File: src/rtl/pxp_pkg.sv
package pxp_pkg;
  typedef enum logic [2:0] {
    PH_IDLE, PH_ADDR, PH_AACK, PH_WDAT, PH_WACK, PH_RDAT, PH_RACK
  } pxp_phase_t;

  typedef struct packed {
    logic bitIn;     // filtered data line level
    logic shiftIn;   // shift bitIn into the byte register
    logic shiftOut;  // advance the outgoing byte
    logic capture;   // load port pins into the byte register
    logic commit;    // move the byte register to the latches
    logic clrBoost;  // bus clock fell: end pull-up pulses
  } pxp_strobe_t;
endpackage

File: src/rtl/pxp_glitch_filter.sv
module pxp_glitch_filter #(
  parameter int FILT_LEN = 26
) (
  input  logic clk,
  input  logic rstN,
  input  logic rawIn,
  output logic lvlOut
);
  localparam int CW = $clog2(FILT_LEN + 1);
  logic [1:0]    syncQ;
  logic [CW-1:0] runCnt;
  logic          lvl;

  always_ff @(posedge clk or negedge rstN) begin
    if (!rstN) begin
      syncQ  <= 2'b11;
      runCnt <= '0;
      lvl    <= 1'b1;
    end else begin
      syncQ <= {syncQ[0], rawIn};
      if (syncQ[1] == lvl) begin
        runCnt <= '0;
      end else if (runCnt == CW'(FILT_LEN - 1)) begin
        lvl    <= syncQ[1];
        runCnt <= '0;
      end else begin
        runCnt <= runCnt + 1'b1;
      end
    end
  end

  assign lvlOut = lvl;

  // the level only moves after a full run of differing samples
  a_r9_full_run: assert property (@(posedge clk) disable iff (!rstN)
    !$stable(lvl) |-> $past(runCnt) == CW'(FILT_LEN - 1));
endmodule

File: src/rtl/pxp_ctrl.sv
module pxp_ctrl
  import pxp_pkg::*;
#(
  parameter int  DATA_W     = 8,
  parameter bit  ALT_PREFIX = 1'b0
) (
  input  logic              clk,
  input  logic              rstN,
  input  logic              sclF,
  input  logic              sdaF,
  input  logic [2:0]        strapAddr,
  input  logic [DATA_W-1:0] rxByte,
  input  logic              txBit,
  output pxp_strobe_t       strb,
  output logic              sdaDriveLow
);
  localparam int          BW     = $clog2(DATA_W + 1);
  localparam logic [3:0]  PREFIX = ALT_PREFIX ? 4'b0111 : 4'b0100;

  pxp_phase_t    phase;
  logic [BW-1:0] bitCnt;
  logic          sclQ, sdaQ, rwQ, mAckQ;
  logic          sclRise, sclFall, startEv, stopEv, addrHit, byteDone;

  assign sclRise  = sclF & ~sclQ;
  assign sclFall  = ~sclF & sclQ;
  assign startEv  = sclF & sclQ & sdaQ & ~sdaF;
  assign stopEv   = sclF & sclQ & ~sdaQ & sdaF;
  assign addrHit  = rxByte[7:1] == {PREFIX, strapAddr};
  assign byteDone = bitCnt == BW'(DATA_W);

  always_comb begin
    strb          = '0;
    strb.bitIn    = sdaF;
    strb.clrBoost = sclFall;
    if (!startEv && !stopEv) begin
      unique case (phase)
        PH_ADDR, PH_WDAT: strb.shiftIn  = sclRise & ~byteDone;
        PH_AACK:          strb.capture  = sclFall & rwQ;
        PH_WACK:          strb.commit   = sclRise;
        PH_RDAT:          strb.shiftOut = sclFall & ~byteDone;
        PH_RACK:          strb.capture  = sclFall & mAckQ;
        default: ;
      endcase
    end
  end

  always_ff @(posedge clk or negedge rstN) begin
    if (!rstN) begin
      phase  <= PH_IDLE;
      bitCnt <= '0;
      sclQ   <= 1'b1;
      sdaQ   <= 1'b1;
      rwQ    <= 1'b0;
      mAckQ  <= 1'b0;
    end else begin
      sclQ <= sclF;
      sdaQ <= sdaF;
      if (startEv) begin
        phase  <= PH_ADDR;
        bitCnt <= '0;
      end else if (stopEv) begin
        phase <= PH_IDLE;
      end else begin
        unique case (phase)
          PH_ADDR, PH_WDAT, PH_RDAT: begin
            if (sclRise) bitCnt <= bitCnt + 1'b1;
            if (sclFall && byteDone) begin
              if (phase == PH_WDAT)      phase <= PH_WACK;
              else if (phase == PH_RDAT) phase <= PH_RACK;
              else if (addrHit) begin
                phase <= PH_AACK;
                rwQ   <= rxByte[0];
              end else phase <= PH_IDLE;
            end
          end
          PH_AACK: if (sclFall) begin
            bitCnt <= '0;
            phase  <= rwQ ? PH_RDAT : PH_WDAT;
          end
          PH_WACK: if (sclFall) begin
            bitCnt <= '0;
            phase  <= PH_WDAT;
          end
          PH_RACK: begin
            if (sclRise) mAckQ <= ~sdaF;
            if (sclFall) begin
              bitCnt <= '0;
              phase  <= mAckQ ? PH_RDAT : PH_IDLE;
            end
          end
          default: ;
        endcase
      end
    end
  end

  assign sdaDriveLow = (phase == PH_AACK) | (phase == PH_WACK) |
                       ((phase == PH_RDAT) & ~txBit);

  // a STOP always returns the slave to idle
  a_r6_stop_idle: assert property (@(posedge clk) disable iff (!rstN)
    stopEv |=> phase == PH_IDLE);
  // a foreign address ends in idle
  a_r2_miss_idle: assert property (@(posedge clk) disable iff (!rstN)
    (phase == PH_ADDR && sclFall && byteDone && !addrHit && !startEv && !stopEv)
      |=> phase == PH_IDLE);
  // a missing master acknowledge ends the read
  a_r5_nack_idle: assert property (@(posedge clk) disable iff (!rstN)
    (phase == PH_RACK && sclFall && !mAckQ && !startEv && !stopEv)
      |=> phase == PH_IDLE && !sdaDriveLow);
endmodule

File: src/rtl/pxp_dpath.sv
module pxp_dpath
  import pxp_pkg::*;
#(
  parameter int DATA_W = 8
) (
  input  logic              clk,
  input  logic              rstN,
  input  pxp_strobe_t       strb,
  input  logic [DATA_W-1:0] portPins,
  output logic [DATA_W-1:0] rxByte,
  output logic              txBit,
  output logic [DATA_W-1:0] portLatch,
  output logic [DATA_W-1:0] portBoost
);
  logic [DATA_W-1:0] byteReg;

  always_ff @(posedge clk or negedge rstN) begin
    if (!rstN) begin
      byteReg   <= '1;
      portLatch <= '1;
      portBoost <= '0;
    end else begin
      if (strb.capture)       byteReg <= portPins;
      else if (strb.shiftIn)  byteReg <= {byteReg[DATA_W-2:0], strb.bitIn};
      else if (strb.shiftOut) byteReg <= {byteReg[DATA_W-2:0], 1'b1};
      if (strb.commit) begin
        portLatch <= byteReg;
        portBoost <= byteReg;
      end else if (strb.clrBoost) begin
        portBoost <= '0;
      end
    end
  end

  assign rxByte = byteReg;
  assign txBit  = byteReg[DATA_W-1];

  // latches move only on a commit strobe
  a_r3_latch_commit: assert property (@(posedge clk) disable iff (!rstN)
    !$stable(portLatch) |-> $past(strb.commit));
  // a pull-up enable only sits on a latch bit that holds 1
  a_r8_boost_subset: assert property (@(posedge clk) disable iff (!rstN)
    (portBoost & ~portLatch) == '0);
  // a bus clock falling edge ends every pulse
  a_r8_boost_clear: assert property (@(posedge clk) disable iff (!rstN)
    (strb.clrBoost && !strb.commit) |=> portBoost == '0);
endmodule

File: src/rtl/pxp_top.sv
module pxp_top
  import pxp_pkg::*;
#(
  parameter int DATA_W     = 8,
  parameter int FILT_LEN   = 26,
  parameter bit ALT_PREFIX = 1'b0
) (
  input  logic              clk,
  input  logic              rstN,
  input  logic              sclIn,
  input  logic              sdaIn,
  output logic              sdaDriveLow,
  input  logic [2:0]        strapAddr,
  input  logic [DATA_W-1:0] portPins,
  output logic [DATA_W-1:0] portLatch,
  output logic [DATA_W-1:0] portBoost
);
  logic [1:0]        rawLines, fltLines;
  logic [DATA_W-1:0] rxByte;
  logic              txBit, sclF, sdaF;
  pxp_strobe_t       strb;

  assign rawLines = {sdaIn, sclIn};

  for (genvar g = 0; g < 2; g++) begin : g_line
    pxp_glitch_filter #(.FILT_LEN(FILT_LEN)) u_filt (
      .clk(clk), .rstN(rstN), .rawIn(rawLines[g]), .lvlOut(fltLines[g]));
  end

  assign sclF = fltLines[0];
  assign sdaF = fltLines[1];

  pxp_ctrl #(.DATA_W(DATA_W), .ALT_PREFIX(ALT_PREFIX)) u_ctrl (
    .clk(clk), .rstN(rstN), .sclF(sclF), .sdaF(sdaF), .strapAddr(strapAddr),
    .rxByte(rxByte), .txBit(txBit), .strb(strb), .sdaDriveLow(sdaDriveLow));

  pxp_dpath #(.DATA_W(DATA_W)) u_dpath (
    .clk(clk), .rstN(rstN), .strb(strb), .portPins(portPins),
    .rxByte(rxByte), .txBit(txBit), .portLatch(portLatch), .portBoost(portBoost));

  // the data drive only moves while the filtered clock is low
  a_r10_drive_scl_low: assert property (@(posedge clk) disable iff (!rstN)
    !$stable(sdaDriveLow) |-> !sclF);
endmodule

File: config.mk
export PLATFORM = sky130hd
export DESIGN_NAME = pxp_top
export DESIGN_NICKNAME = d
export VERILOG_FILES = /design/src/rtl/pxp_pkg.sv /design/src/rtl/pxp_glitch_filter.sv /design/src/rtl/pxp_ctrl.sv /design/src/rtl/pxp_dpath.sv /design/src/rtl/pxp_top.sv
export SDC_FILE = /design/constraint.sdc
export NUM_CORES = 1
export LEC_CHECK = 0
export ABC_AREA = 1
export BUFFER_PORTS_ARGS = -buffer_cell sky130_fd_sc_hd__buf_2
export CAP_MARGIN = 20
export CORE_MARGIN = 2
export CORE_UTILIZATION = 39
export CTS_CLUSTER_SIZE = 14
export DETAILED_ROUTE_END_ITERATION = 16
export SETUP_SLACK_MARGIN = 0.02
export SYNTH_ARGS = -nofsm -noshare
export SYNTH_HDL_FRONTEND = slang
export SYNTH_SLANG_ARGS = --single-unit
File: constraint.sdc
create_clock -name clk -period 2.15 [get_ports clk]
set_input_delay 0.43 -clock clk [delete_from_list [all_inputs] [get_ports clk]]
set_output_delay 0.43 -clock clk [all_outputs]
set_load 0.02 [all_outputs]
==> impl_metrics.yaml, run 1 <==
power_and_ir_drop:
  p_leak_uw: 0.00148
  cellPowerDensity_mw_per_mm2: 632
  vdd_drop_max_mv: 0.395
clock_network:
  cts_num_sinks: 51
  cts_tree: "built"
  cts_root_buf: "clkbuf_8"
  hold_buffers: 0
  clk_pin_slew_worst_paths_ps: 80
  post-cts-setup-buffers: 0
  clk_latency_ps: 300
  htreeDepth: 2
  cts_resized: 0
  cts_inserted_buffers: 5
  clock_path_buffers: 2
synth:
  synth_top_area_cell: "dfrtp_1"
  synth_area_leaders: "dfrtp_1 (27%), dfstp_2 (25%), nand2_1 (13%)"
  syn_inst: 304
  yosysUniqueCellTypes: 26
  ys_seq_area_share_pct: 51.6
  synth_top_area_share_pct: 26.7
  yosysWarnings: 0
  syn_area_per_cell_um2: 8.33
  syn_area_mm2: 0.00253
  synth-seq-cells: 51
  syn-num-nets: 325
timing:
  fin_skew_ps: 9.75
  finalCritPeriodShare_pct: 91.9
  period_minus_slack_ps: 1980
  drv_slew: 0
  fmaxAchievable_ghz: 0.506
  tns_ps: 0
  setup_viol: 0
  relSlewSlack_pct: 57.7
  worst_slack_ps: 175
  rsz0062_at_grt: "no"
  tightest_slew_ps: 634
  finalHoldViolCount: 0
setup_path:
  cp.arrival_ps: 1550
  crit_path_max_fanout: 5
  path_class: "register to output port"
  startpoint_type: "register"
  end_kind: "output port"
  cp.required_ps: 1720
cells_and_area:
  drive_above_1_share_pct: 23.2
  nets: 360
  num_antenna_cells: 0
  area_growth_pct: 13.1
  finalInstanceArea_mm2: 0.00286
floorplanning:
  io_pins: 32
  start_util_pct: 40.1
  die_height_um: 84.6
  core_mm2: 0.00631
  rows: 29
  die_area_mm2: 0.00715
  die_x_um: 84.6
place:
  dp_hpwl_um: 3530
  post-place-ws_ps: 414
  placement.io_buffers: 31
  placed_area_mm2: 0.00276
  place_congestion: 0.873
grt:
  grt_pass1_wl_um: 8730
  grt_overflow: 0
  first_global_vias: 1946
  grt_antenna_before_repair: 0
  grt_max_degree: 52
  grt.total_usage_pct: 15.0
job:
  maxCapViolations: 0
drt:
  wl_per_cell_um: 11.8
  drtAntennaViolNets: 0
  finalWirelength_um: 4930
  vias: 2030
  drc_errors: 0
  avgViaCountPerCell: 4.87
  drt_iter0_drc: 99
  dr.pass1.iters: 4
hold_path:
  hold_class: "input port to async pin"
outcome:
  status: "finished clean"
-- power by group --
| part | internal, µW | leakage [µW] | switching (µW) | total [µW] |
|---|---|---|---|---|
| Sequential | 982 | 0.000617 | 19.0 | 1000 |
| Combinational | 59.2 | 0.000815 | 107 | 166 |
| Clock | 348 | 0.0000524 | 296 | 644 |
-- per-stage QoR --
stage               total power, µW  std cells  util (%)  hold WS (ps)
finish                         1810        417      45.4           216
global route                   1910        417      45.4           198
floorplan                      1120        304         -           134
detailed placement             1190        409      43.7           349
global placement               1190        409      43.7           348
CTS                            1840        417      45.4           213
-- flip-flops by register name, indices dropped and copies added (netlist names), 2 cells and up --
signal / flops
u_ctrl.phase: 3
u_dpath.portLatch: 8
u_dpath.rxByte: 8
u_ctrl.bitCnt: 4
g_line.u_filt.syncQ: 4
g_line.u_filt.runCnt: 10
g_line.u_filt.lvlOut: 2
u_dpath.portBoost: 8
-- cell usage after synthesis, drive strengths merged --
| cell | instances |
|---|---|
| a21oi | 7 |
| a31oi | 1 |
| buf | 4 |
| dfrtp | 27 |
| dfstp | 24 |
| ha | 6 |
| inv | 33 |
| nand2 | 94 |
| nand3 | 51 |
| nor2 | 31 |
| nor3 | 1 |
| o21a | 3 |
| o21ai | 16 |
| xnor2 | 3 |
| xor2 | 3 |
-- routing by layer --
layer  track usage, %  wire (µm)
met1             20.2       2440
met2             24.2       2250
met3             3.24        179
met4             4.76         62
met5                0          0
-- cell usage in the layout (no fill, tap or decap), drive strengths merged --
cell	n
a21oi	7
xor2	3
nor3	1
inv	33
nand2	94
o21a	3
ha	6
clkbuf	7
dfstp	24
buf	32
nor2	31
nand3	51
bufinv	1
o21ai	16
dfrtp	27
a31oi	1
xnor2	3
-- kinds of logic (layout without fill, tap and decap cells) --
logic type / count (synthesis) / count (layout) / share of synthesized area (%)
simple gates: 177 / 177 / 30.9
xor+xnor: 6 / 6 / 2.08
compound gates: 27 / 27 / 6.13
flops: 51 / 51 / 51.6
fa+ha+maj: 6 / 6 / 2.97
buf+inv: 37 / 73 / 6.28
-- worst paths after layout --
path,slack [ps],cells after the start,start,to
min reg2reg,360,0,g_line[1].u_filt.syncQ[0]$_DFF_PN1_,g_line[1].u_filt.syncQ[1]$_DFF_PN1_
min,220,2,rstN,u_ctrl.phase[2]$_DFFE_PN0P_
max in group asynchronous,1490,2,rstN,u_ctrl.mAckQ$_DFFE_PN0P_
max,170,6,u_ctrl.phase[0]$_DFFE_PN0P_,sdaDriveLow
max reg2reg,370,9,u_ctrl.sclQ$_DFF_PN1_,u_dpath.rxByte[0]$_DFFE_PN1P_
min in group clk,220,1,sdaIn,g_line[1].u_filt.syncQ[0]$_DFF_PN1_
-- layout make-up --
type / instances / area [µm²]
well taps: 77 / 96.3
flip-flops and latches: 51 / 1310
multi-input cells: 216 / 1070
clock buffers: 7 / 76.3
clock inverters: 1 / 30.0
repair buffers: 32 / 163
inverters: 33 / 126
fillers: 628 / 3450
-- critical path, cell delays in order (launching register included) --
cell and delay, ps:
dfrtp_1 470, inv_1 170, nand3_1 170, nand2_1 110, inv_1 50, o21ai_0 80
buf_2 200
Note: power is estimated with default switching activity, not from simulation.
==> inputs of run 2 (changes only) <==
--- a/config.mk
+++ b/config.mk
@@ -6,13 +6,14 @@
 export NUM_CORES = 1
 export LEC_CHECK = 0
 export ABC_AREA = 1
-export BUFFER_PORTS_ARGS = -buffer_cell sky130_fd_sc_hd__buf_2
+export BUFFER_PORTS_ARGS = -buffer_cell sky130_fd_sc_hd__clkbuf_2
 export CAP_MARGIN = 20
 export CORE_MARGIN = 2
 export CORE_UTILIZATION = 39
 export CTS_CLUSTER_SIZE = 14
 export DETAILED_ROUTE_END_ITERATION = 16
 export SETUP_SLACK_MARGIN = 0.02
+export SLEW_MARGIN = 10
 export SYNTH_ARGS = -nofsm -noshare
 export SYNTH_HDL_FRONTEND = slang
 export SYNTH_SLANG_ARGS = --single-unit
==> impl_metrics.yaml, run 2 (same netlist as run 1, synthesis figures left out) <==
clock_network:
  clock_path_buffers: 2
  cts_resized: 0
  cts_root_buf: "clkbuf_8"
  cts_inserted_buffers: 5
  cts_tree: "built"
  hold_buffers: 0
  clk_latency_ps: 300
  htreeDepth: 2
  post-cts-setup-buffers: 0
  cts_num_sinks: 51
  clk_pin_slew_worst_paths_ps: 90
setup_path:
  r2r_cells: 9
  cpPeakStageDelay_ps: 470
  crit_path_max_fanout: 5
  startpoint_type: "register"
  cp.required_ps: 1720
  cpMaxStageDelayCell: "dfrtp_1"
  critPathBufInv: 3
  end_kind: "output port"
  rr_startpoint: "u_ctrl.sclQ$_DFF_PN1_"
  crit_top_cell: "inv_1"
  cp_top_family: "flip-flops"
  startpoint: "u_ctrl.phase[0]$_DFFE_PN0P_"
  path_class: "register to output port"
  worstPathCellList: "inv_1 -> nand3_1 -> nand2_1 -> inv_1 -> o21ai_0 -> clkbuf_2"
  cp.depth: 6
  cp.arrival_ps: 1550
floorplanning:
  die_x_um: 84.6
  rows: 29
  core_mm2: 0.00631
  die_height_um: 84.6
  die_area_mm2: 0.00715
  start_util_pct: 40.1
  io_pins: 32
cells_and_area:
  drive_above_1_share_pct: 23.2
  num_antenna_cells: 0
  seqCellArea_mm2: 0.00131
  nets: 360
  final_cell_mix: "nand2_1 (91), nand3_1 (50), clkbuf_2 (31)"
  area_growth_pct: 13.6
  multi_input_area_mm2: 0.00107
  largest_reg_flops: 10
  fill_cells: 661
  top_register: "g_line.u_filt.runCnt"
  final_common_cell: "nand2_1"
  finalInstanceArea_mm2: 0.00288
  fin_util_pct: 45.6
place:
  post-place-ws_ps: 382
  placement.io_buffers: 31
  dp_hpwl_um: 3590
  place_congestion: 0.859
  placed_area_mm2: 0.00277
drt:
  drtAntennaViolNets: 0
  avgViaCountPerCell: 4.84
  vias: 2018
  drc_errors: 0
  finalWirelength_um: 4870
  dr.pass1.iters: 4
  drt_iter0_drc: 98
  wl_per_cell_um: 11.7
timing:
  fmaxAchievable_ghz: 0.505
  finalCritPeriodShare_pct: 92.0
  worst_slack_ps: 171
  fin_skew_ps: 11.1
  tns_ps: 0
  drv_slew: 0
  rsz0062_at_grt: "no"
  tightest_slew_ps: 483
  period_minus_slack_ps: 1980
  relSlewSlack_pct: 67.8
  setup_viol: 0
  finalHoldViolCount: 0
job:
  maxCapViolations: 0
hold_path:
  hold_class: "input port to async pin"
grt:
  first_global_vias: 1946
  grt_max_degree: 52
  grt_pass1_wl_um: 8730
  grt_overflow: 0
  grt.total_usage_pct: 15.1
  grt_antenna_before_repair: 0
power_and_ir_drop:
  cellPowerDensity_mw_per_mm2: 630
  p_leak_uw: 0.00148
  vdd_drop_max_mv: 0.340
outcome:
  status: "finished clean"
## run 2: metrics by stage
stage / std cells / hold WS [ps] / power [µW]
floorplan: 304 / 134 / 1120
global placement: 409 / 348 / 1190
detailed placement: 409 / 349 / 1190
CTS: 417 / 119 / 1840
global route: 417 / 131 / 1910
finish: 417 / 109 / 1810
## run 2: per-layer routing
layer | up-vias | part of all wire, % | global-route usage [%] | wire, µm
li1 | 1035 | - | - | -
met2 | 30 | 47 | 24.1 | 2300
met1 | 951 | 49 | 20.6 | 2400
met3 | 2 | 3.1 | 3.54 | 152
met4 | 0 | 0.49 | 4.18 | 24
met5 | - | 0 | 0 | 0
## run 2: worst paths after layout
check                                                      end  slack (ps)
min in group clk           g_line[0].u_filt.syncQ[0]$_DFF_PN1_         210
hold reg to reg            g_line[1].u_filt.syncQ[1]$_DFF_PN1_         360
max in group asynchronous     u_dpath.portLatch[4]$_DFFE_PN1N_        1740
hold / removal                     u_ctrl.phase[0]$_DFFE_PN0P_         110
setup reg to reg                 u_dpath.rxByte[0]$_DFFE_PN1P_         370
setup / recovery                                   sdaDriveLow         170
## run 2: layout make-up
type,count,area share [%]
inverters,33,4.39
clock inverters,1,1.04
flip-flops and latches,51,45.4
clock buffers,7,2.65
multi-input cells,216,37.1
well taps,77,3.35
repair buffers,32,6.09
## run 2: power breakdown
| part | total (µW) | switching (µW) | internal, µW | leakage, µW |
|---|---|---|---|---|
| sequential | 1000 | 18.8 | 982 | 0.000617 |
| combinational | 169 | 107 | 61.8 | 0.000809 |
| clock | 642 | 293 | 348 | 0.0000524 |
| total | 1810 | 420 | 1390 | 0.00148 |
==> inputs of run 3 (changes only) <==
--- a/config.mk
+++ b/config.mk
@@ -16,4 +16,5 @@
 export SLEW_MARGIN = 10
 export SYNTH_ARGS = -nofsm -noshare
 export SYNTH_HDL_FRONTEND = slang
+export SYNTH_HIERARCHICAL = 1
 export SYNTH_SLANG_ARGS = --single-unit
==> impl_metrics.yaml, run 3 <==
grt:
  first_global_vias: 1943
  grt_pass1_wl_um: 8780
  grt_antenna_before_repair: 0
  grt.total_usage_pct: 14.4
  grt_max_degree: 33
  gr-usage-met1_pct: 20.0
  met3_usage_pct: 2.36
  top_usage_layer: "met2"
  grt_use_met2_pct: 22.4
  grt_overflow: 0
drt:
  drt_iter0_drc: 148
  vias: 2132
  finalWirelength_um: 5180
  drc_errors: 0
  drtAntennaViolNets: 0
  avgViaCountPerCell: 4.52
  wl_per_cell_um: 11.0
  dr.pass1.iters: 4
cells_and_area:
  area_growth_pct: 12.4
  finalInstanceArea_mm2: 0.00306
  final_cell_mix: "nand2_1 (117), inv_1 (41), clkbuf_2 (31)"
  top_register: "g_line.u_filt/runCnt"
  nets: 396
  fin_util_pct: 45.1
  final_common_cell: "nand2_1"
  num_antenna_cells: 0
  largest_reg_flops: 10
  drive_above_1_share_pct: 30.6
synth:
  synth_top_area_share_pct: 24.8
  synth_edf_count: 0
  yosysMostFrequentCell: "nand2_1"
  ys_seq_area_share_pct: 47.9
  syn_area_per_cell_um2: 8.00
  synth-main-ff-cell: "dfrtp_1"
  yosysWarnings: 6
  yosysUniqueCellTypes: 30
  syn_area_mm2: 0.00273
  syn-num-nets: 362
  ys_async_sr_fraction_pct: 100
  synth_area_leaders: "dfrtp_1 (25%), dfstp_2 (23%), nand2_1 (16%)"
  synthTopCellsByCount: "nand2_1 (117), inv_1 (41), dfrtp_1 (27)"
  synth-seq-cells: 51
  syn_inst: 341
  synth_top_area_cell: "dfrtp_1"
setup_path:
  r2r-end: "u_dpath/rxByte[0]$_DFFE_PN1P_"
  r2r_cells: 11
  cp.required_ps: 1720
  end_kind: "output port"
  reg2reg_slack_ps: 310
  endpoint: "sdaDriveLow"
  startpoint_type: "register"
  path_class: "register to output port"
  startpoint: "u_ctrl/phase[2]$_DFFE_PN0P_"
  cp.arrival_ps: 1510
  rr_startpoint: "u_ctrl/phase[1]$_DFFE_PN0P_"
  crit_path_max_fanout: 9
floorplanning:
  start_util_pct: 40.1
  rows: 30
  die_height_um: 87.6
  die_area_mm2: 0.00768
  core_mm2: 0.00679
  die_x_um: 87.6
  io_pins: 32
outcome:
  status: "finished clean"
timing:
  tns_ps: 0
  rsz0062_at_grt: "no"
  setup_viol: 0
  drv_slew: 0
  tightest_slew_ps: 545
  fmaxAchievable_ghz: 0.516
  finalHoldViolCount: 0
  period_minus_slack_ps: 1940
  fin_skew_ps: 7.38
  finalCritPeriodShare_pct: 90.1
  relSlewSlack_pct: 63.7
clock_network:
  cts_root_buf: "clkbuf_8"
  clock_path_buffers: 2
  cts_num_sinks: 51
  clk_latency_ps: 300
  clk_pin_slew_worst_paths_ps: 100
  cts_tree: "built"
  post-cts-setup-buffers: 0
  hold_buffers: 0
  htreeDepth: 2
  cts_inserted_buffers: 5
power_and_ir_drop:
  p_leak_uw: 0.00157
  vdd_drop_max_mv: 0.346
  cellPowerDensity_mw_per_mm2: 591
place:
  place_congestion: 0.895
  dp_hpwl_um: 3850
  placement.io_buffers: 31
  placed_area_mm2: 0.00298
job:
  maxCapViolations: 0
hold_path:
  hold_class: "input port to async pin"
run 3: worst min-delay path by stage:
stage | start | endpoint
2_1_floorplan | rstN | g_line[0].u_filt/runCnt[0]$_DFF_PN0_
3_3_place_gp | g_line[1].u_filt/syncQ[0]$_DFF_PN1_ | g_line[1].u_filt/syncQ[1]$_DFF_PN1_
3_5_place_dp | g_line[0].u_filt/syncQ[0]$_DFF_PN1_ | g_line[0].u_filt/syncQ[1]$_DFF_PN1_
4_1_cts | rstN | g_line[0].u_filt/runCnt[2]$_DFF_PN0_
5_1_grt | rstN | g_line[0].u_filt/runCnt[2]$_DFF_PN0_
6_report | rstN | u_ctrl/bitCnt[1]$_DFFE_PN0P_
run 3: kinds of logic after synthesis:
kind of cell    Yosys count  share of synthesized area (%)
simple gates            196                           32.4
fa+ha+maj                 6                           2.75
buf+inv                  58                           9.27
flops                    51                           47.9
compound gates           27                           6.70
xor+xnor                  3                          0.964
run 3: final cells by class:
class                   count  area, µm²
flip-flops and latches     51       1310
inverters                  51        191
fillers                   673       3730
well taps                  96        120
repair buffers             34        190
clock buffers               5       68.8
clock inverters             3       18.8
multi-input cells         232       1170
run 3: metrics by stage:
stage,worst slack (ps),hold WS [ps],total power [µW],instances
5_1_grt,94.4,123,1920,472
4_1_cts,200,106,1850,472
2_1_floorplan,564,134,1200,341
6_report,212,93.0,1810,472
3_3_place_gp,366,346,1280,464
3_5_place_dp,299,347,1280,464
run 3: worst max-delay path, stage by stage (launching register included):
cell	delay, ps
dfrtp_1	530
nand3_1	220
o211ai_1	250
clkbuf_2	210
run 3: power by group:
group | internal (µW) | switching, µW | leakage (µW) | total [µW]
clock | 230 | 322 | 0.0000483 | 551
sequential | 985 | 28.0 | 0.000611 | 1010
combinational | 89.2 | 158 | 0.000912 | 247
run 3: timing repair:
| action | 4_1_cts | 5_1_grt |
|---|---|---|
| hold endpoints to repair | 0 | 0 |
| endpoints found under the setup margin | 0 | 3 |
| gates resized for setup | 0 | 1 |
run 3: metal layers:
layer	part of all wire (%)	wire length, µm
met2	46	2370
met5	0	0
met3	2.8	143
met4	1.8	92
met1	50	2570
